[config.mk]
export PLATFORM = sky130hd
export DESIGN_NAME = sframe_tx
export DESIGN_NICKNAME = d
export VERILOG_FILES = /design/src/rtl/sframe_pkg.sv /design/src/rtl/sframe_src.sv /design/src/rtl/sframe_trig.sv /design/src/rtl/sframe_tx.sv
export SDC_FILE = /design/constraint.sdc
export NUM_CORES = 1
export LEC_CHECK = 0
export ABC_AREA = 1
export CAP_MARGIN = 20
export CORE_MARGIN = 2
export CORE_UTILIZATION = 40
export CTS_BUF_LIST = sky130_fd_sc_hd__clkbuf_4
export DETAILED_ROUTE_END_ITERATION = 8
export HOLD_SLACK_MARGIN = 0.08
export PLACE_DENSITY = 0.83
export SYNTH_ARGS = -nofsm -noshare
export SYNTH_HDL_FRONTEND = slang
export SYNTH_SLANG_ARGS = --single-unit
[constraint.sdc]
create_clock -name clk -period 1.7 [get_ports clk]
set_clock_uncertainty 0.1 [all_clocks]
set_input_delay 0.34 -clock clk [delete_from_list [all_inputs] [get_ports clk]]
set_output_delay 0.34 -clock clk [all_outputs]
set_load 0.02 [all_outputs]
[src/rtl/sframe_pkg.sv]
package sframe_pkg;
  typedef enum logic [1:0] {FK_DATA = 2'd0, FK_CMD = 2'd1, FK_PAS = 2'd2} frame_kind_t;
  typedef enum logic [1:0] {SM_SOFT = 2'd0, SM_TIMER = 2'd1, SM_FREE = 2'd2} start_mode_t;
  typedef enum logic [1:0] {ST_IDLE = 2'd0, ST_SHIFT = 2'd1, ST_GAP = 2'd2} seq_state_t;

  // value of one payload bit after source choice and emergency override
  function automatic logic pick_bit(logic use_alt, logic alt_b, logic reg_b,
                                    logic emg_on, logic emg_b);
    return emg_on ? emg_b : (use_alt ? alt_b : reg_b);
  endfunction

  // active-low enable pattern for bit position idx of a frame
  function automatic logic [2:0] en_pattern(frame_kind_t k, int idx, logic sel_on, int half);
    int pay;
    if (k == FK_CMD) return 3'b011;
    if (k == FK_PAS) return 3'b111;
    if (sel_on && idx == 0) return 3'b110;
    pay = sel_on ? idx - 1 : idx;
    return (pay < half) ? 3'b110 : 3'b101;
  endfunction
endpackage

[src/rtl/sframe_src.sv]
module sframe_src
  import sframe_pkg::*;
#(
  parameter int DW = 16
) (
  input  logic [DW-1:0]   data_reg,
  input  logic [DW-1:0]   src_sel,
  input  logic [DW/2-1:0] alt_lo,
  input  logic [DW/2-1:0] alt_hi,
  input  logic            emg_stop,
  input  logic [DW-1:0]   emg_mask,
  input  logic [DW-1:0]   emg_val,
  output logic [DW-1:0]   payload
);
  localparam int HALF = DW / 2;
  logic [DW-1:0] alt_all;
  assign alt_all = {alt_hi, alt_lo};

  for (genvar i = 0; i < DW; i++) begin : g_bit
    assign payload[i] = pick_bit(src_sel[i], alt_all[i], data_reg[i],
                                 emg_stop & emg_mask[i], emg_val[i]);
  end

  // half-buses must tile the payload exactly
  initial begin
    half_width_chk: assert (2 * HALF == DW);
  end
endmodule

[src/rtl/sframe_trig.sv]
module sframe_trig
  import sframe_pkg::*;
(
  input  logic        clk,
  input  logic        rst_n,
  input  logic [1:0]  start_mode,
  input  logic        sw_start,
  input  logic        tmr_trig,
  input  logic        cmd_req,
  input  logic        dat_ready,
  input  logic        take,
  output logic        go,
  output frame_kind_t go_kind
);
  logic cmd_pend, sw_pend, tmr_pend, data_trig;

  always_comb begin
    unique case (start_mode)
      SM_SOFT:  data_trig = sw_pend;
      SM_TIMER: data_trig = tmr_pend;
      SM_FREE:  data_trig = 1'b1;
      default:  data_trig = 1'b0;
    endcase
  end

  assign go      = take & (cmd_pend | data_trig);
  assign go_kind = cmd_pend ? FK_CMD : (dat_ready ? FK_DATA : FK_PAS);

  always_ff @(posedge clk or negedge rst_n) begin
    if (!rst_n) begin
      cmd_pend <= 1'b0;
      sw_pend  <= 1'b0;
      tmr_pend <= 1'b0;
    end else begin
      if (cmd_req) cmd_pend <= 1'b1;
      else if (go && cmd_pend) cmd_pend <= 1'b0;
      if (sw_start && start_mode == SM_SOFT) sw_pend <= 1'b1;
      else if (go && !cmd_pend) sw_pend <= 1'b0;
      if (tmr_trig && start_mode == SM_TIMER) tmr_pend <= 1'b1;
      else if (go && !cmd_pend) tmr_pend <= 1'b0;
    end
  end


  cmd_first_chk: assert property (@(posedge clk) disable iff (!rst_n)
    (go && $past(cmd_req)) |-> go_kind == FK_CMD);
endmodule

[src/rtl/sframe_tx.sv]
module sframe_tx
  import sframe_pkg::*;
#(
  parameter int DW = 16,
  parameter int CW = 16
) (
  input  logic            clk,
  input  logic            rst_n,
  input  logic            bit_tick,
  input  logic [1:0]      start_mode,
  input  logic            sw_start,
  input  logic            tmr_trig,
  input  logic            cmd_req,
  input  logic [CW-1:0]   cmd_word,
  input  logic            dat_ready,
  input  logic            sel_en,
  input  logic [DW-1:0]   data_reg,
  input  logic [DW-1:0]   src_sel,
  input  logic [DW/2-1:0] alt_lo,
  input  logic [DW/2-1:0] alt_hi,
  input  logic            emg_stop,
  input  logic [DW-1:0]   emg_mask,
  input  logic [DW-1:0]   emg_val,
  output logic            sclk,
  output logic            sdo,
  output logic [2:0]      en_n,
  output logic            done,
  output logic [1:0]      done_kind
);
  localparam int MAXW = (DW > CW) ? DW : CW;
  localparam int FW   = MAXW + 1;
  localparam int PW   = $clog2(FW + 1);

  seq_state_t    state;
  frame_kind_t   kind_q, go_kind;
  logic          go, take, busy, sel_q, gap_q;
  logic          sclk_q, sdo_q, done_q;
  logic [2:0]    en_q;
  logic [FW-1:0] shreg, new_frame;
  logic [PW-1:0] pos, len_q, new_len;
  logic [MAXW-1:0] body;
  logic [DW-1:0] payload;

  sframe_src #(.DW(DW)) u_src (
    .data_reg(data_reg), .src_sel(src_sel), .alt_lo(alt_lo), .alt_hi(alt_hi),
    .emg_stop(emg_stop), .emg_mask(emg_mask), .emg_val(emg_val), .payload(payload)
  );

  assign take = bit_tick && state == ST_IDLE;
  assign busy = state == ST_SHIFT;

  sframe_trig u_trig (
    .clk(clk), .rst_n(rst_n), .start_mode(start_mode), .sw_start(sw_start),
    .tmr_trig(tmr_trig), .cmd_req(cmd_req), .dat_ready(dat_ready),
    .take(take), .go(go), .go_kind(go_kind)
  );

  always_comb begin
    body = '0;
    if (go_kind == FK_CMD) body[CW-1:0] = cmd_word;
    else if (go_kind == FK_DATA) body[DW-1:0] = payload;
    new_frame = sel_en ? {body, go_kind == FK_CMD} : {1'b0, body};
    new_len   = ((go_kind == FK_CMD) ? PW'(CW) : PW'(DW)) + {{(PW-1){1'b0}}, sel_en};
  end

  always_ff @(posedge clk or negedge rst_n) begin
    if (!rst_n) begin
      state  <= ST_IDLE;
      kind_q <= FK_DATA;
      sel_q  <= 1'b0;
      gap_q  <= 1'b0;
      sclk_q <= 1'b0;
      sdo_q  <= 1'b0;
      done_q <= 1'b0;
      en_q   <= 3'b111;
      shreg  <= '0;
      pos    <= '0;
      len_q  <= '0;
    end else begin
      done_q <= 1'b0;
      if (bit_tick) begin
        unique case (state)
          ST_IDLE: if (go) begin
            state  <= ST_SHIFT;
            kind_q <= go_kind;
            sel_q  <= sel_en;
            len_q  <= new_len;
            sdo_q  <= new_frame[0];
            shreg  <= new_frame >> 1;
            pos    <= '0;
            sclk_q <= 1'b1;
            en_q   <= en_pattern(go_kind, 0, sel_en, DW / 2);
          end
          ST_SHIFT: if (sclk_q) begin
            sclk_q <= 1'b0;
            if (pos == len_q - 1'b1) begin
              state  <= ST_GAP;
              en_q   <= 3'b111;
              done_q <= 1'b1;
              gap_q  <= 1'b0;
            end
          end else begin
            sclk_q <= 1'b1;
            sdo_q  <= shreg[0];
            shreg  <= shreg >> 1;
            pos    <= pos + 1'b1;
            en_q   <= en_pattern(kind_q, int'(pos) + 1, sel_q, DW / 2);
          end
          ST_GAP: if (gap_q) state <= ST_IDLE;
                  else gap_q <= 1'b1;
          default: state <= ST_IDLE;
        endcase
      end
    end
  end

  assign sclk      = sclk_q;
  assign sdo       = sdo_q;
  assign en_n      = en_q;
  assign done      = done_q;
  assign done_kind = kind_q;


  en_idle_chk: assert property (@(posedge clk) disable iff (!rst_n)
    !busy |-> en_q == 3'b111);

  en_single_chk: assert property (@(posedge clk) disable iff (!rst_n)
    $onehot0(~en_q));

  sdo_hold_chk: assert property (@(posedge clk) disable iff (!rst_n)
    $fell(sclk_q) |-> $stable(sdo_q));

  gap_quiet_chk: assert property (@(posedge clk) disable iff (!rst_n)
    state == ST_GAP |-> !sclk_q && en_q == 3'b111);

  done_pulse_chk: assert property (@(posedge clk) disable iff (!rst_n)
    done_q |=> !done_q);

  done_on_fall_chk: assert property (@(posedge clk) disable iff (!rst_n)
    done_q |-> $fell(sclk_q));
endmodule

==> results.md, run 1 <==
- Max stage delay cell, worst path: dfstp_2
- Cell row count: 30
- Hold Fails Final Rpt: 0
- Final ANT Viol Nets: 0
- Post-layout nets: roughly 660
- First-pass GRT wire length: 13.06 mm
- Height of the die: 87.86 µm
- Layout Cells excl Fill: 646
- Synth Register Bits: 37
- Port bufs: 114
- Switching part of the total: 43.32%
- Gr usage total: a little over a fifth
- CP delay by family, top: flip-flops
- Post-route DRC violation count: 0
- Upper clock frequency limit: 601.3 MHz
- Critical path's largest stage delay: 0.55 ns
- Synth top area share: 30.25%
- Syn Area/Cell: 6.697 µm²
- NetSw: 0.001981 W
- Dpl cell area: 0.004119 mm²
- Flop pwr share: 32.3%
- Synth area leader: dfrtp_1
- Cts bufs inserted: 5
- Clock Sink Count: 37
- Min-Delay Path Class: in2async
- Finished Cell Area: 0.004227 mm²
- Via count: 3159
- Leakage power: 2.087 nW
- Status: completed
- Finish-stage setup viols: 0
- Worst-Skew Late Latency: 0.35 ns
- Placed Instances: 635
- Critical path type: reg2out
- Post-synth net total: 529
- CP endpoint kind: primary output
- Clock share of power: 13.5%
- Worst Path Arrival: 1.22 ns
- Setup crit start kind: flop
- Worst-path cell chain: dlygate4sd2_1
- Boundary pin count: 115
- Worst slew pin tran: 0.4865 ns
- CTS tree: yes
- Reg clk slew, reported paths: 0.12 ns
- Initial DRT Pass Iterations: 5
- Unrepaired setup endpoints after global routing: true
- Vias in the first global route: 2999
- Chip Width: 87.86 µm
- CTS root buffer: clkbuf_4
- Worst slew margin: approximately 68%
- Mapped Area: 0.002813 mm²
- Post-synthesis sequential area ratio: 33.05%
- Final wirelength: slightly above 8 mm
- Layout area overhead: 50.27%
- Post-layout util: between 60% and 70%
- Max-Cap Viols: 0
- Cells after synthesis: 420
- Top cells by area, synth: dfrtp_1, nand2_1, nand3_1
- Crit-path max FO: 2
- Yosys cell types: 40
- Fin crit share: 97.82%
- Fillcell total: 621
- Gate power share: 54.2%
- Final HPWL DP: approximately 6.4 mm
- Via density: 4.890
- Layout cell share with drive strength beyond 1: 11.64%
- Largest vdd supply drop: 1.188 mV
- Internal: between 0.002 and 0.003 W
- Drt first-iter violations: 156
- N_diodes: 0
- Die area: 0.007719 mm²
- CP Buf/Inv Count: 1
- Initial antenna violation count: 0
- CORE AREA: 0.006794 mm²
- Total gr overflow: 0
- Yosys warnings: 0
- Deepest clock path buffer count: 2
- WL/cell: 12.57 µm
- Power per cell area: between 1000 and 1500 mW/mm²
- Pin count of the biggest net entering global routing: 21
- Max H-tree Level: 2
- GPL Wtd Cong: 0.8164
- Tmin final: 1.663 ns
- Starting density of the core: 41.40%
- Fin. max-slew vios: 0
- Data required, critical path: 1.26 ns
-- Yosys cell counts --
master	n
or2_1	1
inv_1	35
o31ai_1	1
o21bai_1	2
ha_1	2
buf_2	2
buf_6	6
nand2_4	2
nand2_2	3
inv_8	1
o21ai_1	12
o211ai_1	3
a22o_1	1
or2_2	1
nand2_1	194
dfstp_2	3
nor2_2	1
a21oi_1	13
nor3_2	1
o21ai_0	19
dfrtp_1	34
nand3_1	33
a21o_1	2
o21a_1	1
buf_8	1
nand4_1	2
inv_2	5
and2_4	1
o21ai_2	7
buf_12	1
xor2_1	1
nand4_2	1
buf_4	2
o22ai_1	3
nor3_1	2
nor2_1	13
nor2_8	5
nand3_2	1
xnor2_1	1
a21oi_2	1
-- path summary, 6_finish.rpt --
| path | startpoint | cells after the start | end | slack (ns) |
|---|---|---|---|---|
| max | en_n[0]$_DFFE_PN1P_ | 1 | en_n[0] | 0.04 |
| min | rst_n | 2 | pos[4]$_DFFE_PN0P_ | 0.37 |
| min in group clk | en_n[0]$_DFFE_PN1P_ | 2 | en_n[0]$_DFFE_PN1P_ | 0.38 |
| max reg2reg | pos[0]$_DFFE_PN0P_ | 7 | en_n[1]$_DFFE_PN1P_ | 0.10 |
| max in group asynchronous | rst_n | 3 | shreg[4]$_DFFE_PN0P_ | 0.60 |
| min reg2reg | en_n[0]$_DFFE_PN1P_ | 2 | en_n[0]$_DFFE_PN1P_ | 0.38 |
-- what timing repair did --
item | 4_1_cts | 5_1_grt
buffers inserted | 1 | 1
resized for setup | 9 | 6
hold buffers | 1 | 0
endpoints found under the setup margin | 9 | 5
hold endpoints to repair | 15 | 0
-- per-stage QoR --
stage | total power, W | hold WS (ns) | setup slack, ns | TNS, ns
after floorplan | 0.003102 | -0.05559 | 0.1673 | 0
after global placement | 0.003870 | 0.2150 | -0.1774 | -3.693
after detailed placement | 0.003965 | 0.2235 | -0.2256 | -5.564
after CTS | 0.004563 | 0.3732 | 0.009191 | 0
after global routing | 0.004939 | 0.3985 | -0.007340 | -0.007340
final | 0.004571 | 0.3698 | 0.03701 | 0
-- layer usage --
| metal | up-vias | part of all wire, % | global-route usage (%) |
|---|---|---|---|
| li1 | 1603 | - | - |
| met1 | 1417 | 42 | 24.96 |
| met2 | 124 | 49 | 38.91 |
| met3 | 15 | 8.3 | 4.430 |
| met4 | 0 | 1.3 | 4.895 |
| met5 | - | 0 | 0 |
-- cell families after synthesis --
| kind of cell | synth area share (%) |
|---|---|
| fa+ha+maj | 0.8895 |
| flops | 33.05 |
| buf+inv | 10.28 |
| xor+xnor | 0.6229 |
| compound gates | 13.70 |
| simple gates | 41.46 |
-- power by group through the flow --
stage	combinational (W)	clock [W]	sequential [W]
global placement	0.00239	0	0.00148
global route	0.00277	0.000663	0.00151
detailed placement	0.00247	0	0.00149
CTS	0.00245	0.000630	0.00148
floorplan	0.00160	0	0.00150
finish	0.00248	0.000618	0.00148
-- placed cells by master (no fill, tap or decap), types with 6 or more instances in the layout --
master and n:
o21ai_0 18, dfrtp_1 33, buf_4 15, inv_1 35, nand3_1 33, nand2_1 194
o21ai_1 13, clkdlybuf4s50_1 105, clkbuf_4 6, a21oi_1 11, o21ai_2 7, dlygate4sd2_1 6
nor2_1 13
-- sequential cells by signal, summed over array words and instances (netlist names) --
name             cells
gap_q                1
state                2
u_trig.tmr_pend      1
done                 1
sdo                  1
shreg               16
len_q                2
pos                  5
done_kind            2
sclk                 1
u_trig.cmd_pend      1
u_trig.sw_pend       1
en_n                 3
-- layout make-up --
type | instances | area, µm² | share of cell area, %
multi-input combinational | 330 | 1604 | 37.95
timing repair buffer | 134 | 1331 | 31.50
sequential | 37 | 930.9 | 22.02
inverter | 41 | 161.4 | 3.819
tap | 96 | 120.1 | 2.842
clock buffer | 6 | 45.04 | 1.066
clock inverter | 2 | 33.78 | 0.7993
Note: power is estimated with default switching activity, not from simulation.
==> inputs of run 2 (changes only) <==
Settings changed: PLACE_DENSITY 0.83 to 0.86.
Clock period 1.7 ns to 1.4 ns, I/O delays scaled along.
==> run 2 against run 1 <==
Compared with the run above:
- core utilization rose by 11 points
- combinational power rose by 77%
- critical path type is now reg2reg
- die area did not move
- the flow now finishes with violations (negative setup slack)
- sequential power rose by 25%
- non-clock buffer count rose by 33
==> results.md, run 2 (synthesized netlist as in run 1, its figures left out) <==
- Status: finished, violations left
- Failing checks: negative setup slack
- Post-layout nets: 692 (+5.2%)
- Largest reg by FF count: shreg
- CP delay by family, top: simple AND/OR/NAND/NOR gates
- Starting density of the core: 41.40% (unchanged)
- Max-Cap Viols: 0 (unchanged)
- Worst reg2reg path endpoint: en_n[0]$_DFFE_PN1P_
- Upper clock frequency limit: 622.3 MHz
- Clock Sink Count: 37 (unchanged)
- Hold Fails Final Rpt: 0 (unchanged)
- R2R setup slack: -0.21 ns (-0.31 ns)
- Power per cell area: 1368 mW/mm² (+27%)
- Port bufs: 114 (unchanged)
- Most frequent cells in the layout: nand2_1, clkdlybuf4s50_1, nand2_2
- Max H-tree Level: 2 (unchanged)
- N_diodes: 0 (unchanged)
- CP endpoint kind: flop
- Layout area overhead: 76.96%
- Drt first-iter violations: 303 (+94%)
- Worst Setup EP: en_n[0]$_DFFE_PN1P_
- Post-layout util: 73.26% (+11 points)
- Cts bufs inserted: 5 (unchanged)
- Reg clk slew, reported paths: 0.12 ns (about the same)
- Commonest non-fill, non-tap cell in the layout: nand2_1
- Critical path's largest stage delay: 0.46 ns (-0.09 ns)
- Worst Path Arrival: 1.80 ns (+0.58 ns)
- Max stage delay cell, worst path: dfrtp_2
- Final wirelength: 10.37 mm (+28%)
- CTS tree: yes
- Tmin final: 1.607 ns
- Worst hold slack: 0.1839 ns (-0.1859 ns)
- Critical path type: reg2reg
- Reg2reg path depth: 9 (+2)
- Leakage power: 2.385 nW (+14%)
- Switching part of the total: 45.89% (+2.6 points)
- Gr usage total: 25.02% (+3.9 points)
- First-pass GRT wire length: 15.31 mm (+17%)
- Clock share of power: 8.6% (-4.9 points)
- Height of the die: 87.86 µm (unchanged)
- Total gr overflow: 0 (unchanged)
- Finish-stage setup viols: 32 (+32)
- R2r startpoint: pos[0]$_DFFE_PN0P_
- Post-route DRC violation count: 0 (unchanged)
- Largest register FFs: 16 (unchanged)
- CTS root buffer: clkbuf_4
- Worst slew pin tran: 0.2960 ns (-0.1905 ns)
- Fin crit share: 114.8%
- GPL Wtd Cong: 0.8980 (+10%)
- CORE AREA: 0.006794 mm² (unchanged)
- Die area: 0.007719 mm² (unchanged)
- Via count: 3463 (+9.6%)
- Initial DRT Pass Iterations: 4 (-1)
- Setup slack after layout: -0.2069 ns (-0.2439 ns)
- Fin. max-slew vios: 0 (unchanged)
- Gate power share: 64.3% (+10 points)
- NetSw: 0.003125 W (+58%)
- Vias in the first global route: 3476 (+16%)
- Crit-path max FO: 5 (+3)
- CP Buf/Inv Count: 0 (-1)
- Most used cell, CP: nand2_1
- Final ANT Viol Nets: 0 (unchanged)
- Flop pwr share: 27.1% (-5.2 points)
- Via density: 5.093 (+4.1%)
- Layout cell share with drive strength beyond 1: 33.05% (+21 points)
- Pin count of the biggest net entering global routing: 38 (+81%)
- Setup crit start kind: flop
- Internal: 0.003685 W (+42%)
- Worst slew margin: 80.20% (+13 points)
- Cell row count: 30 (unchanged)
- WL/cell: 15.25 µm (+21%)
- Worst-path cell chain: ha_4, or2_4, a21oi_4, nand2_1, nand3_2, nand2_2, nand3_1, nand2_1, nand2_1
- Final HPWL DP: 6.697 mm (+3.9%)
- Chip Width: 87.86 µm (unchanged)
- Deepest clock path buffer count: 2 (unchanged)
- Hold buffer count at cts: 0 (-1)
- Largest vdd supply drop: 1.329 mV (+12%)
- Min-Delay Path Class: in2async
- Unrepaired setup endpoints after global routing: true
- Worst-Skew Late Latency: 0.35 ns (about the same)
- Initial antenna violation count: 0 (unchanged)
- Data required, critical path: 1.59 ns (+0.33 ns)
- Boundary pin count: 115 (unchanged)
- Stages on worst setup path: 9 (+8)
- Crit. Startpoint: pos[0]$_DFFE_PN0P_
## run 2: changes by cell type in the layout (fill, tap and decap cells not counted), sizes merged
cell / change
dlygate4sd3: -1
clkdlybuf4s50: -3
buf: +40
bufinv: -1
clkdlybuf4s15: -2
clkbuf: +1
inv: -1
nor2: +1
dlygate4sd2: -2
clkinv: +2
## run 2: worst min path at each step
stage	from	to	slack, ns	cells after the start
2_1_floorplan	rst_n	done$_DFF_PN0_	-0.12	0
3_3_place_gp	u_trig.tmr_pend$_DFFE_PN0P_	u_trig.tmr_pend$_DFFE_PN0P_	0.36	2
3_5_place_dp	en_n[0]$_DFFE_PN1P_	en_n[0]$_DFFE_PN1P_	0.36	2
4_1_cts	dat_ready	done_kind[1]$_DFFE_PN0P_	0.18	2
5_1_grt	rst_n	pos[0]$_DFFE_PN0P_	0.21	2
6_report	rst_n	pos[0]$_DFFE_PN0P_	0.18	2
## run 2: power by group through the flow
stage               Combinational [W]  Clock (W)  Sequential [W]
finish                        0.00438   0.000583         0.00185
global route                  0.00475   0.000621         0.00189
CTS                           0.00395   0.000588         0.00178
detailed placement            0.00316          0         0.00179
global placement              0.00305          0         0.00178
floorplan                     0.00194          0         0.00184
## run 2: layout make-up
class,instances,area [µm²]
fillers,489,1817
multi-input cells,331,2009
clock buffers,6,45.04
well taps,96,120.1
repair buffers,167,1674
clock inverters,2,10.01
inverters,41,181.4
flip-flops and latches,37,937.1
## run 2: stage by stage
step                      cell area [µm²]  std cells  setup slack [ns]  power [W]  setup TNS (ns)
after detailed placement             4238        650           -0.4988   0.004951          -13.49
after global routing                 4977        680           -0.3262   0.007263          -6.128
final                                4977        680           -0.2069   0.006810          -3.515
after global placement               4238        650           -0.4753   0.004834          -12.29
after CTS                            4735        678           -0.2006   0.006319          -2.861
after floorplan                      2826        420          -0.05581   0.003782         -0.1106
## run 2: worst reg2reg max path, stage by stage, from the launching register on
cell,delay [ns]
dfrtp_2,0.46
ha_4,0.20
or2_4,0.25
a21oi_4,0.14
nand2_1,0.09
nand3_2,0.07
nand2_2,0.05
nand3_1,0.06
nand2_1,0.06
nand2_1,0.06
## run 2: timing repair
item                                    4_1_cts  5_1_grt
resized for setup                           121       83
gates cloned                                  4        0
endpoints found under the setup margin       39       40
pin swaps                                    38       49
buffers inserted                             16        6
## run 2: routing by layer
layer | wire length (µm) | global-route usage, % | part of all wire, %
met2 | 5375 | 47.18 | 52
met3 | 762 | 4.241 | 7.4
met5 | 0 | 0 | 0
met1 | 3976 | 28.25 | 38
met4 | 252 | 8.531 | 2.4
==> inputs of run 3 (changes only) <==
Settings changed: REMOVE_ABC_BUFFERS set to 1.
==> run 3 against run 2 <==
Compared with the run above:
- cell count up 0.29%
- sequential share of layout area up 0.86 points
- register-to-register slack about the same
- sequential power down 2%
- global-route usage down 0.61 points
- the flow still finishes with violations (negative setup slack)
==> results.md, run 3 (synthesized netlist as in run 1, its figures left out) <==
- Status: finished, violations left
- Failing checks: negative setup slack
- Fin crit share: 114.2% (-0.53 points)
- Tmin final: 1.599 ns (-0.007453 ns)
- GPL Wtd Cong: 0.8190 (-8.8%)
- CTS root buffer: clkbuf_4
- Largest vdd supply drop: 1.200 mV (-9.7%)
- Final wirelength: 9.092 mm (-12%)
- Total gr overflow: 0 (unchanged)
- Pwr Total: 0.006572 W (-3.5%)
- R2R setup slack: -0.20 ns (about the same)
- Fin. max-slew vios: 0 (unchanged)
- Upper clock frequency limit: 625.2 MHz (+0.47%)
- Unrepaired setup endpoints after global routing: true
- CP endpoint kind: flop
- Largest reg by FF count: shreg
- Post-layout nets: 694 (+0.29%)
- Commonest non-fill, non-tap cell in the layout: nand2_1
- Clock Sink Count: 37 (unchanged)
- Hold path startpoint: dat_ready
- Hold Fails Final Rpt: 0 (unchanged)
- Leakage power: 2.320 nW (-2.7%)
- Placed Instances: 648 (-0.31%)
- Gr usage total: 24.41% (-0.61 points)
- Vias in the first global route: 3392 (-2.4%)
- Via count: 3342 (-3.5%)
- Chip Width: 87.86 µm (unchanged)
- Max-Cap Viols: 0 (unchanged)
- Worst slew pin tran: 0.4804 ns (+0.1844 ns)
- Reg2reg path depth: 9 (unchanged)
- Layout cell share with drive strength beyond 1: 23.55% (-9.5 points)
- Via density: 4.900 (-3.8%)
- Final HPWL DP: 6.278 mm (-6.3%)
- Hold endpoint: done_kind[1]$_DFFE_PN0P_
- CTS tree: yes
- Final ANT Viol Nets: 0 (unchanged)
- Crit-path max FO: 4 (-1)
- Post-route DRC violation count: 0 (unchanged)
- Largest register FFs: 16 (unchanged)
- Starting density of the core: 41.40% (unchanged)
- Height of the die: 87.86 µm (unchanged)
- Drt first-iter violations: 163 (-46%)
- Deepest clock path buffer count: 2 (unchanged)
- WL/cell: 13.33 µm (-13%)
- Reg clk slew, reported paths: 0.11 ns (about the same)
- Critical path type: reg2reg
- Worst reg2reg path endpoint: en_n[0]$_DFFE_PN1P_
- Seq. cell area: 935.9 µm² (-0.13%)
- First-pass GRT wire length: 14.79 mm (-3.4%)
- Finished Cell Area: 0.004755 mm² (-4.5%)
- Area of the multi-input gates: 0.001787 mm² (-11%)
- Worst slew margin: 67.97% (-12 points)
- Layout Cells excl Fill: 682 (+0.29%)
- Initial antenna violation count: 0 (unchanged)
- Dpl cell area: 0.004204 mm² (-0.80%)
- R2r startpoint: pos[1]$_DFFE_PN0P_
- Max H-tree Level: 2 (unchanged)
- Die area: 0.007719 mm² (unchanged)
- Hold Path Depth: 2
- CORE AREA: 0.006794 mm² (unchanged)
- Port bufs: 114 (unchanged)
- Min-Delay Path Class: in2reg
- Data required, critical path: 1.61 ns (+0.02 ns)
- N_diodes: 0 (unchanged)
- Initial DRT Pass Iterations: 4 (unchanged)
- Boundary pin count: 115 (unchanged)
- Worst Path Arrival: 1.81 ns (about the same)
- Fillcell total: 532 (+8.8%)
- Cell row count: 30 (unchanged)
- Cts bufs inserted: 5 (unchanged)
- Finish-stage setup viols: 33 (+3.1%)
- Worst-Skew Late Latency: 0.35 ns (about the same)
- Setup slack after layout: -0.1994 ns (+0.007453 ns)
- Power per cell area: 1382 mW/mm² (+1.0%)
- Layout area overhead: 69.04%
- Most frequent cells in the layout: nand2_1, clkdlybuf4s50_1, buf_4
- Pin count of the biggest net entering global routing: 20 (-47%)
- Setup crit start kind: flop
==> run 3: changes by cell type in the layout (fill, tap and decap cells not counted), moves of 8 or more <==
cell     previous run  this run
buf_4              29        37
o21ai_2            22        10
nand3_2            13         5
buf_6              18        10
nand2_1           155       188
nand2_2            31         8
nand2_4            11         2
o21ai_1            10        18
==> run 3: what timing repair did <==
action	in CTS	in global routing
setup endpoints to repair	38	43
gates cloned	4	0
resized for setup	84	29
endpoints found under the hold margin	15	0
hold buffers	1	0
buffers inserted	17	5
pin swaps	21	13
==> run 3: metal layers <==
metal  vias to the layer above  part of all wire, %  global-route usage (%)
met2                       111                   54                   47.52
met3                        14                  7.3                   5.561
li1                       1677                    -                       -
met5                         -                    0                       0
met4                         0                  1.2                   5.874
met1                      1540                   38                   26.46
==> run 3: where the power goes <==
group          switching, W  internal [W]
clock network      0.000353      0.000232
registers          0.000319       0.00149
logic               0.00216       0.00202
==> run 3: stage by stage <==
stage	utilization, %	hold WS, ns	setup WS (ns)	TNS (ns)
2_1_floorplan	-	-0.1156	-0.2991	-6.809
3_3_place_gp	61.88	0.1584	-0.5486	-13.16
3_5_place_dp	61.88	0.1591	-0.5588	-13.82
4_1_cts	68.29	0.2019	-0.1597	-2.069
5_1_grt	69.98	0.2031	-0.2826	-5.398
6_report	69.98	0.1980	-0.1994	-3.503
==> run 3: critical path: stages (launching register included) <==
cell and delay (ns):
dfrtp_2 0.47, ha_4 0.19, or2_4 0.24, a21oi_4 0.15, nand2_1 0.09, nand3_2 0.06
nand2_2 0.06, nand3_1 0.06, nand2_1 0.05, nand2_1 0.06
==> run 3: how the worst max path moves through the flow <==
stage	start	end	slack [ns]	cells after the start
after global routing	pos[1]$_DFFE_PN0P_	state[1]$_DFFE_PN0P_	-0.28	9
after detailed placement	dat_ready	shreg[6]$_DFFE_PN0P_	-0.56	9
final	pos[1]$_DFFE_PN0P_	en_n[0]$_DFFE_PN1P_	-0.20	9
after floorplan	u_trig.cmd_pend$_DFFE_PN0P_	sdo$_DFFE_PN0P_	-0.30	7
after CTS	pos[0]$_DFFE_PN0P_	en_n[1]$_DFFE_PN1P_	-0.16	7
after global placement	dat_ready	shreg[6]$_DFFE_PN0P_	-0.55	9
==> run 3: area by class of cell <==
cell class | instances | share of cell area, %
multi-input combinational | 331 | 37.58
timing repair buffer | 169 | 35.53
clock inverter | 1 | 0.07895
clock buffer | 7 | 1.105
inverter | 41 | 3.500
tap | 96 | 2.526
sequential | 37 | 19.68
